**config.mk**
```make
export PLATFORM = sky130hd
export DESIGN_NAME = capture_timer
export DESIGN_NICKNAME = d
export VERILOG_FILES = /design/src/rtl/ct_pkg.sv /design/src/rtl/ct_prescale.sv /design/src/rtl/ct_capsync.sv /design/src/rtl/ct_count.sv /design/src/rtl/ct_modereg.sv /design/src/rtl/capture_timer.sv
export SDC_FILE = /design/constraint.sdc
export NUM_CORES = 1
export LEC_CHECK = 0
export ABC_AREA = 0
export BUFFER_PORTS_ARGS = -buffer_cell sky130_fd_sc_hd__buf_2
export CAP_MARGIN = 30
export CORE_MARGIN = 2
export CORE_UTILIZATION = 45
export CTS_BUF_LIST = sky130_fd_sc_hd__clkbuf_4 sky130_fd_sc_hd__clkbuf_8
export DETAILED_ROUTE_END_ITERATION = 10
export HOLD_SLACK_MARGIN = 0.12
export PLACE_DENSITY = 0.76
export SYNTH_ARGS = -nofsm -noshare
export SYNTH_HDL_FRONTEND = slang
export SYNTH_HIERARCHICAL = 1
export SYNTH_SLANG_ARGS = --single-unit
export TNS_END_PERCENT = 10
```
**constraint.sdc**
```tcl
create_clock -name clk -period 1.8 [get_ports clk]
set_clock_uncertainty 0.2 [all_clocks]
set_input_delay 0.18 -clock clk [delete_from_list [all_inputs] [get_ports clk]]
set_output_delay 0.18 -clock clk [all_outputs]
set_load 0.05 [all_outputs]
```
**src/rtl/ct_pkg.sv**
```systemverilog
package ct_pkg;

  // Mode register layout; bit positions are software visible.
  typedef struct packed {
    logic       ovf_hi;      // bit 7: overflow with capture level high
    logic       ovf_lo;      // bit 6: overflow with level low / interval
    logic       ovf_ie;      // bit 5
    logic       cap_rise;    // bit 4: 1 = rising capture request
    logic [1:0] clr_pol;     // bits 3:2
    logic [1:0] rate_sel;    // bits 1:0
  } mode_t;

  typedef enum logic [1:0] {
    CLR_NEVER = 2'b00,
    CLR_FALL  = 2'b01,
    CLR_RISE  = 2'b10,
    CLR_BOTH  = 2'b11
  } clr_pol_e;

  // Flag update: hardware set dominates a software clear.
  function automatic logic flag_next(input logic cur, input logic hw_set,
                                     input logic sw_clr);
    return hw_set | (cur & ~sw_clr);
  endfunction

  // Counter-clear decision from policy and synchronized edges.
  function automatic logic clear_hit(input logic [1:0] pol, input logic rise,
                                     input logic fall);
    return (pol[0] & fall) | (pol[1] & rise);
  endfunction

endpackage

```
**src/rtl/ct_prescale.sv**
```systemverilog
module ct_prescale #(
  parameter int LOG0 = 13,
  parameter int LOG1 = 11,
  parameter int LOG2 = 7,
  parameter int LOG3 = 5
) (
  input  logic       clk,
  input  logic       rst_n,
  input  logic [1:0] sel,
  output logic       tick
);
  localparam int PRE_W = LOG0;

  logic [PRE_W-1:0] pre;
  logic [3:0]       taps;

  always_ff @(posedge clk or negedge rst_n) begin
    if (!rst_n) pre <= '0;
    else        pre <= pre + 1'b1;
  end

  for (genvar i = 0; i < 4; i++) begin : g_tap
    localparam int L = (i == 0) ? LOG0 : (i == 1) ? LOG1 : (i == 2) ? LOG2 : LOG3;
    assign taps[i] = &pre[L-1:0];
  end

  assign tick = taps[sel];


  tick_spacing_chk: assert property (@(posedge clk) disable iff (!rst_n)
    tick |=> !tick);

endmodule

```
**src/rtl/ct_capsync.sv**
```systemverilog
module ct_capsync #(
  parameter int STAGES = 2
) (
  input  logic clk,
  input  logic rst_n,
  input  logic pin,
  output logic level,
  output logic rise,
  output logic fall
);
  logic [STAGES:0] chain;

  always_ff @(posedge clk or negedge rst_n) begin
    if (!rst_n) chain <= '0;
    else        chain <= {chain[STAGES-1:0], pin};
  end

  assign level = chain[STAGES-1];
  assign rise  = chain[STAGES-1] & ~chain[STAGES];
  assign fall  = ~chain[STAGES-1] & chain[STAGES];


  rise_from_low_chk: assert property (@(posedge clk) disable iff (!rst_n)
    rise |-> (level && !$past(level)));


  fall_from_high_chk: assert property (@(posedge clk) disable iff (!rst_n)
    fall |-> (!level && $past(level)));

endmodule

```
**src/rtl/ct_count.sv**
```systemverilog
module ct_count #(
  parameter int W = 8
) (
  input  logic         clk,
  input  logic         rst_n,
  input  logic         tick,
  input  logic         clr,
  output logic [W-1:0] count,
  output logic         ovf
);
  localparam logic [W-1:0] TOP = '1;

  assign ovf = tick & ~clr & (count == TOP);

  always_ff @(posedge clk or negedge rst_n) begin
    if (!rst_n)    count <= '0;
    else if (clr)  count <= '0;
    else if (tick) count <= count + 1'b1;
  end


  wrap_to_zero_chk: assert property (@(posedge clk) disable iff (!rst_n)
    ovf |=> (count == '0));


  clear_to_zero_chk: assert property (@(posedge clk) disable iff (!rst_n)
    clr |=> (count == '0));


  hold_without_tick_chk: assert property (@(posedge clk) disable iff (!rst_n)
    (!tick && !clr) |=> $stable(count));

endmodule

```
**src/rtl/ct_modereg.sv**
```systemverilog
module ct_modereg
  import ct_pkg::*;
(
  input  logic       clk,
  input  logic       rst_n,
  input  logic       acc_mode,
  input  logic       rd,
  input  logic       wr,
  input  logic [7:0] wdata,
  input  logic       set_hi,
  input  logic       set_lo,
  output mode_t      mode
);
  logic rd_mode, wr_mode;
  logic arm_hi, arm_lo;
  logic clr_hi, clr_lo;

  assign rd_mode = acc_mode & rd;
  assign wr_mode = acc_mode & wr;
  assign clr_hi  = wr_mode & ~wdata[7] & arm_hi;
  assign clr_lo  = wr_mode & ~wdata[6] & arm_lo;

  always_ff @(posedge clk or negedge rst_n) begin
    if (!rst_n) begin
      mode   <= '0;
      arm_hi <= 1'b0;
      arm_lo <= 1'b0;
    end else begin
      if (wr_mode) begin
        mode.ovf_ie   <= wdata[5];
        mode.cap_rise <= wdata[4];
        mode.clr_pol  <= wdata[3:2];
        mode.rate_sel <= wdata[1:0];
      end
      mode.ovf_hi <= flag_next(mode.ovf_hi, set_hi, clr_hi);
      mode.ovf_lo <= flag_next(mode.ovf_lo, set_lo, clr_lo);
      if (clr_hi)                        arm_hi <= 1'b0;
      else if (rd_mode && mode.ovf_hi)   arm_hi <= 1'b1;
      if (clr_lo)                        arm_lo <= 1'b0;
      else if (rd_mode && mode.ovf_lo)   arm_lo <= 1'b1;
    end
  end


  hi_set_by_hw_chk: assert property (@(posedge clk) disable iff (!rst_n)
    $rose(mode.ovf_hi) |-> $past(set_hi));


  lo_set_by_hw_chk: assert property (@(posedge clk) disable iff (!rst_n)
    $rose(mode.ovf_lo) |-> $past(set_lo));


  hi_clear_after_read_chk: assert property (@(posedge clk) disable iff (!rst_n)
    $fell(mode.ovf_hi) |-> $past(arm_hi && wr_mode && !wdata[7]));


  lo_clear_after_read_chk: assert property (@(posedge clk) disable iff (!rst_n)
    $fell(mode.ovf_lo) |-> $past(arm_lo && wr_mode && !wdata[6]));


  set_beats_clear_chk: assert property (@(posedge clk) disable iff (!rst_n)
    (set_lo && clr_lo) |=> mode.ovf_lo);

endmodule

```
**src/rtl/capture_timer.sv**
```systemverilog
module capture_timer
  import ct_pkg::*;
#(
  parameter int ADDR_W      = 1,
  parameter int CNT_W       = 8,
  parameter int SYNC_STAGES = 2,
  parameter int LOG_RATE0   = 13,
  parameter int LOG_RATE1   = 11,
  parameter int LOG_RATE2   = 7,
  parameter int LOG_RATE3   = 5
) (
  input  logic              clk,
  input  logic              rst_n,
  input  logic [ADDR_W-1:0] bus_addr,
  input  logic              bus_rd,
  input  logic              bus_wr,
  input  logic [7:0]        bus_wdata,
  output logic [7:0]        bus_rdata,
  input  logic              cap_pin,
  output logic              cap_req,
  output logic              irq
);
  localparam logic [ADDR_W-1:0] MODE_ADDR  = ADDR_W'(0);
  localparam logic [ADDR_W-1:0] COUNT_ADDR = ADDR_W'(1);

  mode_t            mode;
  logic             tick;
  logic             cap_level, cap_rise_ev, cap_fall_ev;
  logic             clr_ev, ovf_ev, interval_mode;
  logic             set_hi, set_lo;
  logic [CNT_W-1:0] count;

  ct_prescale #(
    .LOG0(LOG_RATE0), .LOG1(LOG_RATE1), .LOG2(LOG_RATE2), .LOG3(LOG_RATE3)
  ) u_pre (
    .clk(clk), .rst_n(rst_n), .sel(mode.rate_sel), .tick(tick)
  );

  ct_capsync #(.STAGES(SYNC_STAGES)) u_sync (
    .clk(clk), .rst_n(rst_n), .pin(cap_pin),
    .level(cap_level), .rise(cap_rise_ev), .fall(cap_fall_ev)
  );

  assign clr_ev        = clear_hit(mode.clr_pol, cap_rise_ev, cap_fall_ev);
  assign interval_mode = (mode.clr_pol == CLR_NEVER);

  ct_count #(.W(CNT_W)) u_cnt (
    .clk(clk), .rst_n(rst_n), .tick(tick), .clr(clr_ev),
    .count(count), .ovf(ovf_ev)
  );

  assign set_hi = ovf_ev & ~interval_mode & cap_level;
  assign set_lo = ovf_ev & (interval_mode | ~cap_level);

  ct_modereg u_mode (
    .clk(clk), .rst_n(rst_n), .acc_mode(bus_addr == MODE_ADDR),
    .rd(bus_rd), .wr(bus_wr), .wdata(bus_wdata),
    .set_hi(set_hi), .set_lo(set_lo), .mode(mode)
  );

  always_comb begin
    bus_rdata = '0;
    if (bus_addr == MODE_ADDR)       bus_rdata = mode;
    else if (bus_addr == COUNT_ADDR) bus_rdata = 8'(count);
  end

  assign cap_req = mode.cap_rise ? cap_rise_ev : cap_fall_ev;
  assign irq     = mode.ovf_ie & (mode.ovf_hi | mode.ovf_lo);


  level_high_sets_hi_chk: assert property (@(posedge clk) disable iff (!rst_n)
    (ovf_ev && !interval_mode && cap_level) |=> mode.ovf_hi);


  interval_sets_lo_chk: assert property (@(posedge clk) disable iff (!rst_n)
    (ovf_ev && interval_mode) |=> mode.ovf_lo);

endmodule

```
* Word level (Yosys, flattened, before mapping)
Index checks and enable logic that the tools add are counted.
** Word-level totals
- Flip-flop bits (word level) :: 34
- Latch bits :: 0
- RAM bits :: 0
- ROM bits :: 0
- Input bits :: 14
- Output and inout port bits :: 10
- Logic and storage cells :: 67
- Memories kept :: 0
** Cells by class
- Add/subtract/negate cells :: 2
- Multiply operators :: 0
- Div/mod/pow operators :: 0
- Magnitude comparators :: 1
- Equality and inequality tests :: 1
- Shift-type cells :: 0
- Mux-type cells :: 10
- Bitwise gates (word level) :: 32
- Reductions and logical operators :: 10
** Operators by type and width (count)
- $mux W8 :: 3
- $and A1 B1 Y1 :: 18
- $add A13 B1 Y13 const B :: 1
- $reduce_and A13 Y1 :: 1
- $reduce_and A11 Y1 :: 1
- $not A1 Y1 :: 9
- $add A8 B1 Y8 const B :: 1
- $eq A8 B8 Y1 const B :: 1
- $reduce_and A7 Y1 :: 1
- $mux W1 :: 6
- $reduce_bool A2 Y1 :: 3
- $or A1 B1 Y1 :: 5
- $reduce_and A5 Y1 :: 1
- $lt A2 B3 Y1 const B :: 1
- $bmux W1 S2 :: 1
- $logic_and A1 B1 Y1 :: 2
- $logic_not A2 Y1 :: 1

* Logic depth before layout (Yosys ltp)
- Depth in word-level cells :: 10
- Depth in mapped cells :: 10
- Depth with buffers taken out :: 9

* Hierarchy
Netlist, hierarchy kept.
** By module, submodules not included
- ct_prescale :: times used 1, cells an instance 52, area each 594.3 µm², seq. area each 325.3 µm²
- ct_modereg :: times used 1, cells an instance 25, area each 414.1 µm², seq. area each 250.2 µm²
- ct_count :: times used 1, cells an instance 39, area each 404.1 µm², seq. area each 200.2 µm²
- capture_timer :: times used 1, cells an instance 17, area each 181.4 µm², seq. area each 0.0 µm²
- ct_capsync :: times used 1, cells an instance 5, area each 90.1 µm², seq. area each 75.1 µm²

* Least setup slack after synthesis
No wires, ideal clock.
- Path type :: register -> register
- From :: register u_pre.pre[0]
- To :: register u_cnt.count[5]
- Setup time :: 78 ps
- Data arrival time :: 1584 ps
- Required time :: 1522 ps
- Slack :: -62 ps
- Stages on the path, launching flop included :: 9
- Buffers on the path :: 1
- Clock period less this slack :: 1862 ps
- Cells stage by stage :: dfrtp_1 ha_1 inv_1 nor2_1 o221a_2 buf_4 nand4_4 or3_1 a21oi_1
** On the way
- Longest elaborated chain between the ends :: 4
- Elaborated cells on any way between the ends :: 7
- Classes of those cells :: 2 x mux; 5 x reduce/logical
** Ends and longest elaborated chain
- from (decl) :: line ct_prescale.sv:14 : logic [PRE_W-1:0] pre;
- from (signal assigned) :: line ct_prescale.sv:19 : else pre <= pre + 1'b1;
- $reduce_and A13 Y1 (tied with other cells) :: line ct_prescale.sv:24 : assign taps[i] = &pre[L-1:0];
- $bmux W1 S2 * :: line ct_prescale.sv:27 : assign tick = taps[sel];
- $mux W1 (not written as such) * :: line ct_prescale.sv:27
- named net tick :: line capture_timer.sv:27 : logic tick;
- $reduce_bool A2 Y1 (no line) *
- to (signal assigned) :: line ct_count.sv:18 : else if (tick) count <= count + 1'b1;
- to (decl) :: line ct_count.sv:8 : output logic [W-1:0] count,
Mark *: on every way through the listed nets, which the timed path passes. The rest lies on a longest branch. The select of a mux whose other input is x is not followed.
A chain may end at the register's enable or synchronous reset.

* Worst setup path after layout
- From :: register u_pre.pre[0]
- To :: register u_cnt.count[7]
Same word-level chain as after synthesis.

==> results.json <==
{
  "status": "finished, violations left",
  "violations": "setup timing",
  "setup_violations": 1,
  "mostFrequentLayoutCell": "dfrtp_1",
  "wl_um": 3631,
  "drv_cap": 0,
  "path_clk_slew_ps": 70,
  "vias": 1251,
  "cts-root-buf": "clkbuf_8",
  "n_antenna_cell": 0,
  "row_count": 22,
  "relSlewSlack_pct": 50.82,
  "layout.nets": 215,
  "netlist-cell-type-count": 34,
  "crit_path_start_kind": "flip-flop",
  "h-tree-depth": 2,
  "overflow": 0,
  "hold_slack_ps": 142.0,
  "hold_path.class": "flip-flop to flip-flop",
  "die_x_um": 65.18,
  "crit_type": "flip-flop to flip-flop",
  "start_util_pct": 46.35,
  "syn_nets": 154,
  "first_global_vias": 1268,
  "ys_seq_elements": 34,
  "finalPower_mw": 1.869,
  "grt_use_met3_pct": 4.795,
  "antenna_found_initial": 0,
  "vdd_drop_max_mv": 0.6777,
  "cp-startpoint": "u_pre/pre[0]$_DFF_PN0_",
  "numPortBuffers": 23,
  "core_area_um2": 3633,
  "fin_crit_sh_pct": 101.5,
  "worstPathRequired_ps": 1810,
  "use_met1_pct": 20.79,
  "dp_hpwl_um": 2454,
  "drc": 0,
  "critPathMaxFanout": 5,
  "place.gp.congestion": 0.8036,
  "max-clock-path-buffers": 2,
  "crit_end": "u_cnt/count[7]$_DFFE_PN0P_",
  "syn-cell-area_um2": 1684,
  "endpoint_kind": "flip-flop",
  "grt_pass1_wl_um": 5830,
  "p_leak_nw": 1.183,
  "ant_nets": 0,
  "clk_latency_ps": 290,
  "ios": 24,
  "critPathArrivalTime_ps": 1840,
  "fmax_mhz": 547.2,
  "grt.total_usage_pct": 18.28,
  "rsz0062_at_grt": "yes",
  "vias_per_cell": 5.044,
  "use_met2_pct": 33.04,
  "max_slew.worst_pin.slew_ps": 737.6,
  "place_inst": 219,
  "cts_tree": "built",
  "drt_iter0_drc": 43,
  "rr_worst_depth": 7,
  "gr-max-usage-layer": "met2",
  "synthCells": 138,
  "syn_area_per_cell_um2": 12.20,
  "grt_max_degree": 35,
  "synthToLayoutAreaGrowth_pct": 39.38,
  "fin_ws_ps": -27.55,
  "die_y_um": 65.18,
  "drtPass1Iterations": 4,
  "fin_crit_ps": 1828,
  "die_area_um2": 4248,
  "wl_per_cell_um": 14.64,
  "cts_buffers": 5,
  "yosysWarnings": 6,
  "layout.cells.non_filler": 248,
  "final_max_slew_viol_count": 0,
  "finalHoldViolCount": 0,
  "power.density_nw_per_um2": 796.4,
  "drive_gt1_share_pct": 47.00,
  "yosysSeqAreaShare_pct": 50.52,
  "finalSetupTns_ps": -27.55,
  "r2r_end": "u_cnt/count[7]$_DFFE_PN0P_",
  "layout_common_cells": "34 x dfrtp_1, 23 x buf_2, 21 x buf_4, 14 x mux2_4, 12 x dlygate4sd3_1",
  "cts_sinks": 34,
  "r2r_slack_ps": -30,
  "fill_cells": 301,
  "timing.rr.start": "u_pre/pre[0]$_DFF_PN0_"
}
## routing by layer
layer / vias up / share of wire, %
li1: 601 / -
met1: 617 / 40
met2: 29 / 54
met3: 4 / 3.9
met4: 0 / 1.3
met5: - / 0
## worst max-delay path, stage by stage (launching register included)
cell and delay, ps:
dfrtp_1 400, ha_4 160, inv_2 30, nor2_2 80, o221a_4 230, nand4_4 130, or3_4 400, a21oi_2 140
## area by class of cell
cell class | instances | area, um^2 | share of cell area, %
multi-input cells | 93 | 863.3 | 36.78
flip-flops and latches | 34 | 850.8 | 36.25
repair buffers | 57 | 405.4 | 17.27
clock buffers | 5 | 68.82 | 2.932
clock inverters | 3 | 68.82 | 2.932
well taps | 48 | 60.06 | 2.559
inverters | 8 | 30.03 | 1.279
## synth_stat cells
library cell,n,area (um^2)
nand3_1,6,30.03
nand4_1,1,6.260
o221a_2,1,11.26
nand4_4,1,21.27
clkbuf_1,1,3.750
o21ai_0,4,20.02
mux2_4,14,210.2
nand2_1,5,18.77
inv_1,8,30.03
nor2_1,11,41.29
buf_4,1,7.510
nand4_2,2,25.02
a21oi_1,5,25.02
nand3_2,1,10.01
nor4_1,1,6.260
mux2i_1,1,10.01
and3_2,2,15.01
and2b_2,1,8.760
mux2_2,1,11.26
nand2_4,1,11.26
o21a_1,3,22.52
nor4_2,3,37.54
dfrtp_1,34,850.8
a21o_1,2,15.01
nand4b_1,2,17.52
and2_1,1,6.260
nor2b_1,1,6.260
buf_6,1,11.26
a22o_1,1,8.760
ha_1,2,25.02
or3_1,3,18.77
xor2_1,9,78.83
xnor2_1,6,52.55
nor3_1,2,10.01
## stage by stage
| step | utilization [%] | setup WS [ps] | area [um^2] |
|---|---|---|---|
| finish | 64.60 | -27.55 | 2347 |
| global route | 64.60 | -132.7 | 2347 |
| CTS | 61.60 | -27.79 | 2238 |
| detailed placement | 53.72 | -70.40 | 1952 |
| global placement | 53.72 | 25.31 | 1952 |
| floorplan | - | 5.254 | 1705 |
## worst min-delay path by stage
stage / from / endpoint / slack, ps / cells past startpoint
after floorplan: rst_n / u_cnt/count[0]$_DFFE_PN0P_ / -320 / 0
after global placement: rst_n / u_mode/mode[5]$_DFFE_PN0N_ / 80 / 1
after detailed placement: rst_n / u_cnt/count[5]$_DFFE_PN0P_ / 80 / 1
after CTS: bus_wr / u_mode/mode[3]$_DFFE_PN0N_ / 140 / 3
after global routing: bus_wr / u_mode/mode[3]$_DFFE_PN0N_ / 140 / 3
final: u_sync/chain[0]$_DFF_PN0_ / u_sync/chain[1]$_DFF_PN0_ / 140 / 0
## logic make-up after synthesis
logic type | synth area share [%]
simple gates | 17.24
flops | 50.52
compound gates | 6.092
mux | 13.74
xor+xnor | 7.801
buf+inv | 3.120
fa+ha+maj | 1.486
## repair_timing
item	CTS	global route
setup endpoints to repair	5	6
hold buffers	13	0
pin swaps	1	6
cloned	0	0
setup buffers	1	7
endpoints found under the hold margin	45	0
resized for setup	2	14
## state kept, by name (all words and copies together), names as in the netlist
| register | flops |
|---|---|
| u_mode/arm_hi | 1 |
| u_cnt/count | 8 |
| u_mode/arm_lo | 1 |
| u_mode/mode | 8 |
| u_sync/chain | 3 |
| u_pre/pre | 13 |
## power breakdown
part	internal (mW)	switching, mW	total [mW]
clock	0.555	0.276	0.831
sequential	0.787	0.0230	0.810
combinational	0.103	0.126	0.228
(Power assumes the default switching activity.)
